[src/rtl/arinc_tx_pkg.sv]
// Shared types for the serial word transmitter.
package arinc_tx_pkg;
    // Line sequencer phase: idle, sending a word's bit slots, or in the null gap.
    typedef enum logic [1:0] {
        TX_IDLE = 2'd0,
        TX_WORD = 2'd1,
        TX_GAP  = 2'd2
    } tx_phase_t;
endpackage

[src/rtl/arinc_tx_timebase.sv]
// Slot timer: counts clocks inside one bit slot.
// Assumes SLOW_DIV >= FAST_DIV, both even, so a slot splits into equal halves.
// The counter holds at zero while run is low, so the first slot after a start
// is a full one.
module arinc_tx_timebase #(
    parameter int FAST_DIV = 10,
    parameter int SLOW_DIV = 80
) (
    input  logic clk,
    input  logic rst_n,
    input  logic run,
    input  logic slow_sel,
    output logic slot_end,
    output logic first_half
);
    localparam int CW = $clog2(SLOW_DIV);

    logic [CW-1:0] cnt;
    logic [CW-1:0] last_cnt;
    logic [CW-1:0] half_cnt;

    // Pick the terminal count and the half point for the selected rate.
    always_comb begin
        last_cnt = slow_sel ? CW'(SLOW_DIV - 1) : CW'(FAST_DIV - 1);
        half_cnt = slow_sel ? CW'(SLOW_DIV / 2) : CW'(FAST_DIV / 2);
    end

    // Advance the in-slot counter, wrap at the end of the slot.
    always_ff @(posedge clk) begin
        if (!rst_n || !run) begin
            cnt <= '0;
        end else if (cnt == last_cnt) begin
            cnt <= '0;
        end else begin
            cnt <= cnt + 1'b1;
        end
    end

    assign slot_end   = run && (cnt == last_cnt);
    assign first_half = (cnt < half_cnt);
endmodule

[src/rtl/arinc_tx_shifter.sv]
// Word shift register. On load it captures the data bits of the selected
// length, with the generated parity bit placed right above them. The bit
// in position 0 is the one on the line; shift moves to the next bit.
module arinc_tx_shifter #(
    parameter int LONG_BITS  = 31,
    parameter int SHORT_BITS = 24
) (
    input  logic                 clk,
    input  logic                 rst_n,
    input  logic                 load,
    input  logic                 shift,
    input  logic [LONG_BITS-1:0] data,
    input  logic                 short_sel,
    input  logic                 even_sel,
    output logic                 cur_bit
);
    localparam int W  = LONG_BITS + 1;
    localparam int SW = $clog2(W);

    logic [W-1:0]  sr;
    logic [W-1:0]  load_vec;
    logic [SW-1:0] par_pos;
    logic          data_xor;
    logic          par_bit;

    // Build the load image: masked data bits plus the parity bit on top.
    always_comb begin
        int nb;
        nb       = short_sel ? SHORT_BITS : LONG_BITS;
        par_pos  = short_sel ? SW'(SHORT_BITS) : SW'(LONG_BITS);
        data_xor = 1'b0;
        load_vec = '0;
        for (int i = 0; i < LONG_BITS; i++) begin
            if (i < nb) begin
                load_vec[i] = data[i];
                data_xor    = data_xor ^ data[i];
            end
        end
        par_bit           = even_sel ? data_xor : ~data_xor;
        load_vec[par_pos] = par_bit;
    end

    // Capture a new word or step to the next bit.
    always_ff @(posedge clk) begin
        if (!rst_n) begin
            sr <= '0;
        end else if (load) begin
            sr <= load_vec;
        end else if (shift) begin
            sr <= {1'b0, sr[W-1:1]};
        end
    end

    assign cur_bit = sr[0];
endmodule

[src/rtl/arinc_tx_sequencer.sv]
// Word sequencer: starts words, counts the bit slots and the gap slots,
// pops the FIFO after the parity slot, and drops to idle when enable falls.
// Assumes the FIFO head stays stable until the pop is taken.
module arinc_tx_sequencer
    import arinc_tx_pkg::*;
#(
    parameter int LONG_BITS  = 31,
    parameter int SHORT_BITS = 24,
    parameter int GAP_BITS   = 4
) (
    input  logic clk,
    input  logic rst_n,
    input  logic enable,
    input  logic fifo_empty,
    input  logic rate_slow,
    input  logic word_short,
    input  logic slot_end,
    output logic load,
    output logic shift,
    output logic fifo_pop,
    output logic in_word,
    output logic in_gap,
    output logic lat_slow
);
    localparam int IW = $clog2(LONG_BITS + 1);
    localparam int GW = $clog2(GAP_BITS + 1);

    tx_phase_t     phase;
    logic [IW-1:0] slot_idx;
    logic [GW-1:0] gap_idx;
    logic          lat_short;
    logic [IW-1:0] par_idx;
    logic          start_ok;
    logic          gap_done;

    // Control decode for the current phase.
    always_comb begin
        par_idx  = lat_short ? IW'(SHORT_BITS) : IW'(LONG_BITS);
        start_ok = enable && !fifo_empty;
        gap_done = (phase == TX_GAP) && enable && slot_end
                   && (gap_idx == GW'(GAP_BITS - 1));
        load     = ((phase == TX_IDLE) && start_ok) || (gap_done && !fifo_empty);
        shift    = (phase == TX_WORD) && enable && slot_end && (slot_idx != par_idx);
        fifo_pop = (phase == TX_WORD) && enable && slot_end && (slot_idx == par_idx);
    end

    // Phase, slot and gap counters, with per-word configuration capture.
    always_ff @(posedge clk) begin
        if (!rst_n) begin
            phase     <= TX_IDLE;
            slot_idx  <= '0;
            gap_idx   <= '0;
            lat_slow  <= 1'b0;
            lat_short <= 1'b0;
        end else if (!enable) begin
            phase     <= TX_IDLE;
        end else if (load) begin
            phase     <= TX_WORD;
            slot_idx  <= '0;
            lat_slow  <= rate_slow;
            lat_short <= word_short;
        end else if (fifo_pop) begin
            phase     <= TX_GAP;
            gap_idx   <= '0;
        end else if (gap_done) begin
            phase     <= TX_IDLE;
        end else if (shift) begin
            slot_idx  <= slot_idx + 1'b1;
        end else if ((phase == TX_GAP) && slot_end) begin
            gap_idx   <= gap_idx + 1'b1;
        end
    end

    assign in_word = (phase == TX_WORD);
    assign in_gap  = (phase == TX_GAP);
endmodule

[src/rtl/arinc_tx_serializer.sv]
// Return-to-zero two-rail word transmitter. It drains a FIFO word by word,
// appends parity and spaces the words with a null gap. The outputs are
// gated by enable without a register, so an abort nulls the line at once.
module arinc_tx_serializer #(
    parameter int FAST_DIV   = 10,
    parameter int SLOW_DIV   = 80,
    parameter int LONG_BITS  = 31,
    parameter int SHORT_BITS = 24,
    parameter int GAP_BITS   = 4
) (
    input  logic                 clk,
    input  logic                 rst_n,
    input  logic                 enable,
    input  logic                 rate_slow,
    input  logic                 word_short,
    input  logic                 parity_even,
    input  logic [LONG_BITS-1:0] fifo_data,
    input  logic                 fifo_empty,
    output logic                 fifo_pop,
    output logic                 line_hi,
    output logic                 line_lo,
    output logic                 bit_clk,
    output logic                 selftest_true,
    output logic                 selftest_comp
);
    logic load, shift, in_word, in_gap, lat_slow;
    logic slot_end, first_half, cur_bit;
    logic word_live, run_live;

    arinc_tx_sequencer #(
        .LONG_BITS (LONG_BITS),
        .SHORT_BITS(SHORT_BITS),
        .GAP_BITS  (GAP_BITS)
    ) u_seq (
        .clk       (clk),
        .rst_n     (rst_n),
        .enable    (enable),
        .fifo_empty(fifo_empty),
        .rate_slow (rate_slow),
        .word_short(word_short),
        .slot_end  (slot_end),
        .load      (load),
        .shift     (shift),
        .fifo_pop  (fifo_pop),
        .in_word   (in_word),
        .in_gap    (in_gap),
        .lat_slow  (lat_slow)
    );

    arinc_tx_timebase #(
        .FAST_DIV(FAST_DIV),
        .SLOW_DIV(SLOW_DIV)
    ) u_time (
        .clk       (clk),
        .rst_n     (rst_n),
        .run       (run_live),
        .slow_sel  (lat_slow),
        .slot_end  (slot_end),
        .first_half(first_half)
    );

    arinc_tx_shifter #(
        .LONG_BITS (LONG_BITS),
        .SHORT_BITS(SHORT_BITS)
    ) u_shift (
        .clk      (clk),
        .rst_n    (rst_n),
        .load     (load),
        .shift    (shift),
        .data     (fifo_data),
        .short_sel(word_short),
        .even_sel (parity_even),
        .cur_bit  (cur_bit)
    );

    // Output stage: rail drive, bit clock and loopback copies.
    always_comb begin
        word_live     = in_word && enable;
        run_live      = (in_word || in_gap) && enable;
        line_hi       = word_live && first_half && cur_bit;
        line_lo       = word_live && first_half && !cur_bit;
        bit_clk       = run_live && first_half;
        selftest_true = word_live && cur_bit;
        selftest_comp = word_live && !cur_bit;
    end
endmodule

[config.mk]
export PLATFORM = sky130hd
export DESIGN_NAME = arinc_tx_serializer
export DESIGN_NICKNAME = d
export VERILOG_FILES = /design/src/rtl/arinc_tx_pkg.sv /design/src/rtl/arinc_tx_timebase.sv /design/src/rtl/arinc_tx_shifter.sv /design/src/rtl/arinc_tx_sequencer.sv /design/src/rtl/arinc_tx_serializer.sv
export SDC_FILE = /design/constraint.sdc
export NUM_CORES = 1
export LEC_CHECK = 0
export BUFFER_PORTS_ARGS = -buffer_cell sky130_fd_sc_hd__buf_2
export CAP_MARGIN = 30
export CORE_MARGIN = 4
export CORE_UTILIZATION = 51
export DETAILED_ROUTE_END_ITERATION = 7
export PLACE_DENSITY_LB_ADDON = 0.05
export SLEW_MARGIN = 15
export SYNTH_ARGS = -nofsm -noshare
export SYNTH_HDL_FRONTEND = slang
export SYNTH_HIERARCHICAL = 1
export SYNTH_SLANG_ARGS = --single-unit
[constraint.sdc]
create_clock -name clk -period 3.1 [get_ports clk]
set_input_delay 0.93 -clock clk [delete_from_list [all_inputs] [get_ports clk]]
set_output_delay 0.93 -clock clk [all_outputs]
set_load 0.02 [all_outputs]
Word-level counts from Yosys, hierarchy flattened --
Index checks and enable logic that the tools add are counted.
Cells by class: add/sub/neg operators 3, $lt $le $gt $ge 34, equality and inequality tests 10, muxes and demuxes 83, bitwise gates (word level) 34, reduce and logical (&&, ||, !) cells 38
Operator list (count):
- $lt 6x32->1 const A | 15
- $lt 5x32->1 const A | 8
- $lt 4x32->1 const A | 4
- $lt 3x32->1 const A | 2
- $mux 1 | 64
- $mux 32 | 2
- $bwmux 32 | 1
- $lt 1x32->1 const A | 1
- $lt 2x32->1 const A | 1
- $xor 1x1->1 | 30
- $mux 3 | 7
- $logic_and 1x1->1 | 20
- $mux 5 | 4
- $add 7x1->7 const B | 1
- $eq 7x7->1 | 1
- $lt 7x7->1 | 1
- $mux 7 | 1
- $lt 5x6->1 const B | 1
- $mux 6 | 1
- $ne 2x2->1 const B | 3
- $reduce_bool 2->1 | 3
- $add 5x1->5 const B | 1
- $demux 1 s5 | 1
- $eq 5x5->1 | 1
- 18 further kinds | 28
Storage, ports and cells: bits in registers 51, output and inout port bits 6, logic and storage cells 210

Depth between registers and ports, before layout --
depth in word-level cells 67, depth in mapped cells 11

By module --
Netlist, hierarchy kept.
Modules (own cells, without submodules):
- arinc_tx_shifter | times used 1, cells an instance 202, area an instance 1819.2 um^2, sequential area each 640.6 um^2
- arinc_tx_sequencer | times used 1, cells an instance 75, area an instance 683.2 um^2, sequential area each 240.2 um^2
- arinc_tx_timebase | times used 1, cells an instance 42, area an instance 400.4 um^2, sequential area each 140.1 um^2
- arinc_tx_serializer | times used 1, cells an instance 6, area an instance 53.8 um^2, sequential area each 0.0 um^2

Worst setup path before layout --
Ideal clock, no wire load.
path type register -> register, from register u_seq.lat_slow, to register u_shift.sr[22], setup time 0.115 ns, data arrival time 2.904 ns, data required time 2.985 ns, path slack 0.082 ns, stages on the path, launching flop included 11, path buffers 2, clock period less this slack 3.018 ns, cell sequence dfxtp_1 > or3_4 > a2111oi_4 > and2_1 > nand2_1 > a2111o_1 > inv_2 > clkbuf_1 > buf_1 > o21ai_0 > and2_1
Between the ends: word-level cells in the longest chain between the ends 8, elaborated cells between the ends (all ways) 11
Ends and longest elaborated chain:
- from (decl) | RTL line arinc_tx_sequencer.sv:23 | output logic lat_slow
- from (signal assigned) | RTL line arinc_tx_sequencer.sv:60 | lat_slow <= rate_slow;
- $mux 7 (*) | RTL line arinc_tx_timebase.sv:24 | last_cnt = slow_sel ? CW'(SLOW_DIV - 1) : CW'(FAST_DIV - 1);
- $eq 7x7->1 (*) | RTL line arinc_tx_timebase.sv:39 | assign slot_end = run && (cnt == last_cnt);
- $logic_and 1x1->1 (*) | RTL line arinc_tx_timebase.sv:39
- via slot_end | RTL line arinc_tx_serializer.sv:27 | logic slot_end, first_half, cur_bit;
- $logic_and 1x1->1 (*) | RTL line arinc_tx_sequencer.sv:40 | gap_done = (phase == TX_GAP) && enable && slot_end
- $logic_and 1x1->1 (*) | RTL line arinc_tx_sequencer.sv:41 | && (gap_idx == GW'(GAP_BITS - 1));
- $logic_and 1x1->1 (*) | RTL line arinc_tx_sequencer.sv:42 | load = ((phase == TX_IDLE) && start_ok) || (gap_done && !fifo_empty);
- $logic_or 1x1->1 (*) | RTL line arinc_tx_sequencer.sv:42
- via load | RTL line arinc_tx_serializer.sv:26 | logic load, shift, in_word, in_gap, lat_slow;
- $mux 32 or $reduce_bool 2->1 (tied branches)
- to (signal assigned) | RTL line arinc_tx_shifter.sv:48 | sr <= load_vec;
- to (signal assigned) | RTL line arinc_tx_shifter.sv:50 | sr <= {1'b0, sr[W-1:1]};
- to (decl) | RTL line arinc_tx_shifter.sv:20 | logic [W-1:0] sr;
Mark *: on every way through the listed nets, which the timed path passes. The rest lies on a longest branch. A chain may end at the register's enable or synchronous reset.

Worst setup path in the final report --
from register u_seq.lat_slow, to output port fifo_pop
Between the ends: word-level cells in the longest chain between the ends 5
Ends and longest elaborated chain:
- $mux 7 | RTL line arinc_tx_timebase.sv:24
- $eq 7x7->1 | RTL line arinc_tx_timebase.sv:39
- $logic_and 1x1->1 | RTL line arinc_tx_timebase.sv:39
- via slot_end | RTL line arinc_tx_serializer.sv:27
- $logic_and 1x1->1 (2 in a row) | RTL line arinc_tx_sequencer.sv:44 | fifo_pop = (phase == TX_WORD) && enable && slot_end && (slot_idx == par_idx);
- to (decl) | RTL line arinc_tx_serializer.sv:19 | output logic fifo_pop,
The timed path passes the listed nets, and every way through them passes these cells.

==> metrics.md <==
| Metric | Value |
|---|---|
| DRC viols | 0 |
| Switching power | 0.358 mW |
| Mapped Cells | 325 |
| Final core utilization | 60.7% |
| Share of post-route cells with drive strength above 1 | 21.4% |
| Pre-antenna DRT Iters | 4 |
| CTS Buffer Depth | 2 |
| Synth cell types | 55 |
| Final setup violation count | 0 |
| Overall Power | 1.35 mW |
| Initial Utilization | 53.0% |
| Startpoint Class | register |
| Routed length per instance | 13.4 microns |
| RSZ-0062 raised after global routing | false |
| Clock period minus worst slack | 2.95 ns |
| Gate power share | 20.9% |
| Worst hold path type | register to register |
| Number of global-route vias before repair | 2210 |
| Number of flops mapped to enable cells by yosys | 0 |
| Non-filler cells, final | 442 |
| Internal | 0.988 mW |
| Sequential share of the synthesized area | 34.5% |
| Leading cell type in the layout, fill and taps excluded | dfxtp_1 |
| Hold Fails Final Rpt | 0 |
| Cell Pwr Density | 398 nW/um^2 |
| Pins Over Slew Limit | 0 |
| Gr usage total | 17.1% |
| Max-cap violations | 0 |
| Clock root buffer | clkbuf_8 |
| Final wirelength | 5910 microns |
| CTS tree | built |
| 1st-iter DRT viols | 107 |
| Chip height | 84.1 microns |
| Crit end category | output pin |
| Worst-margin pin slew | 0.411 ns |
| Sinks on Clock Net | 51 |
| Worst-path clk slew | 0.09 ns |
| Clock buffer count from CTS | 5 |
| Die W | 84.1 microns |
| Area growth syn-to-layout | 14.4% |
| Setup TNS | 0 ns |
| IO buf count | 43 |
| DP Wirelength | 4370 microns |
| Gr busiest metal | met2 |
| Core area | 5570 sq um |
| Grt ovf | 0 |
| GP Congestion | 0.795 |
| Status | complete, no violations |
| Vias | 2322 |
| Final Skew | 0.00982 ns |
| Worst vdd ir | 0.258 mV |
| Place WS | 0.258 ns |
| Most frequent cells in the layout | dfxtp_1, nand2_1, buf_2 |
| Vias per inst | 5.25 |
| Syn Area/Cell | 9.10 sq um |
| Synthesized cell area | 2960 sq um |
| Floorplan row count | 27 |
| Die footprint | 7080 sq um |
| Final-layout fill cell count | 502 |
| Leak Pwr | 1.28 nW |
| Fmax | 339 MHz |
| Worst endpoint required time | 2.17 ns |
| Met3 Use GR | 2.85% |
| Nets | 414 |
| Number of antenna diodes | 0 |
| Htree depth | 2 |
| Hold-fix buffers, CTS | 0 |
| Clock Power Share | 27.7% |
| Final worst slack | 0.151 ns |
| Sw frac | 26.6% |
| Post-DP Area | 3280 sq um |
| WP data arrival | 2.02 ns |
| First-pass GRT wire length | 10100 microns |
| Largest net degree at the start of global routing | 31 |
| Placed Cells | 433 |
| Fraction of registers with async set/reset | 0% |
| Initial antenna violation count | 0 |
| CP Class | register to output pin |
| Synth Register Bits | 51 |
| Final worst path period share | 95.1% |
| Synth warnings | 6 |
| GR Util met1 | 24.3% |
| Reg power frac | 51.4% |
| Final instance area | 3380 sq um |
| Crit Path Max Fanout | 6 |
| Antenna Violating Nets Remaining | 0 |
| Hold WS | 0.465 ns |
| Worst skew pair latency | 0.30 ns |
| M2 GR Usage | 26.6% |
| Ys flop type | dfxtp_1 |
| Relative slew slack | 72.4% |
| Syn nets | 370 |
| I/O pins | 44 |
layout make-up:
| cell class | instances | area (sq um) | share of cell area (%) |
|---|---|---|---|
| Multi-Input combinational cell | 254 | 1860 | 54.9 |
| Sequential cell | 51 | 1020 | 30.2 |
| Timing Repair Buffer | 52 | 310 | 9.17 |
| Tap cell | 72 | 90.1 | 2.66 |
| Clock buffer | 6 | 72.6 | 2.14 |
| Inverter | 5 | 18.8 | 0.555 |
| Clock inverter | 2 | 12.5 | 0.370 |
worst max-delay path, cell delays in order, from the launching register on:
cell	delay, ns
dfxtp_2	0.36
or3_4	0.40
a2111oi_4	0.33
and2_4	0.20
and2_4	0.15
nand2_2	0.06
nor2_1	0.09
buf_4	0.15
what timing repair did:
| item | CTS | global route |
|---|---|---|
| setup buffers | 1 | 0 |
| pin swaps | 1 | 2 |
| resized for setup | 2 | 3 |
| endpoints found under the setup margin | 1 | 1 |
sequential cells by signal, indices dropped and copies added, names as in the netlist:
signal           flops
u_seq/phase          2
u_shift/sr          32
u_seq/lat_slow       1
u_seq/slot_idx       5
u_seq/lat_short      1
u_time/cnt           7
u_seq/gap_idx        3
kinds of logic (layout without fill, tap and decap cells):
family,Yosys count,in the layout,synth area share [%]
compound gates,59,59,13.2
buf+inv,20,65,2.92
flops,51,51,34.5
fa+ha+maj,7,7,2.96
xor+xnor,33,33,11.9
mux,35,35,11.9
simple gates,120,120,22.6
path summary, 6_finish.rpt:
path                                        from               end  slack (ns)  depth (start not counted)
worst max-delay path              u_seq/lat_slow          fifo_pop        0.15                          7
worst min-delay path            u_seq/gap_idx[2]  u_seq/gap_idx[2]        0.46                          2
worst max register to register    u_seq/lat_slow    u_shift/sr[28]        0.29                         11
worst min register to register  u_seq/gap_idx[2]  u_seq/gap_idx[2]        0.46                          2
cells in the mapped netlist, types with 2 or more instances:
cell type	number	area share, %
and2_1	33	7.0
o21ai_0	35	5.9
xnor2_1	22	6.5
a211oi_1	2	0.51
or3_1	2	0.42
nand4_1	2	0.42
ha_1	7	3.0
nand2_1	46	5.8
nand3b_1	2	0.51
dfxtp_1	51	35
mux2i_1	34	12
inv_1	4	0.51
nor2_1	5	0.63
nor3_1	4	0.68
o31ai_2	2	0.85
o21a_1	2	0.51
nor2b_1	6	1.3
xnor2_2	2	1.1
nand3_1	5	0.85
o22ai_1	4	0.85
clkbuf_1	10	1.3
xor2_1	6	1.8
o2111ai_1	3	0.89
and4b_1	3	1.0
buf_2	3	0.51
power by group through the flow:
stage               registers (mW)  logic [mW]  clock network (mW)
floorplan                    0.702       0.208                   0
global placement             0.707       0.278                   0
detailed placement           0.707       0.281                   0
CTS                          0.692       0.283               0.397
global route                 0.695       0.307               0.419
finish                       0.692       0.281               0.373
layer usage:
| metal | wire length, microns | vias up |
|---|---|---|
| met5 | 0 | - |
| met4 | 81 | 0 |
| met3 | 156 | 7 |
| met2 | 2590 | 27 |
| met1 | 3080 | 1066 |
| li1 | - | 1222 |
Power figures use the tool's default switching activity.
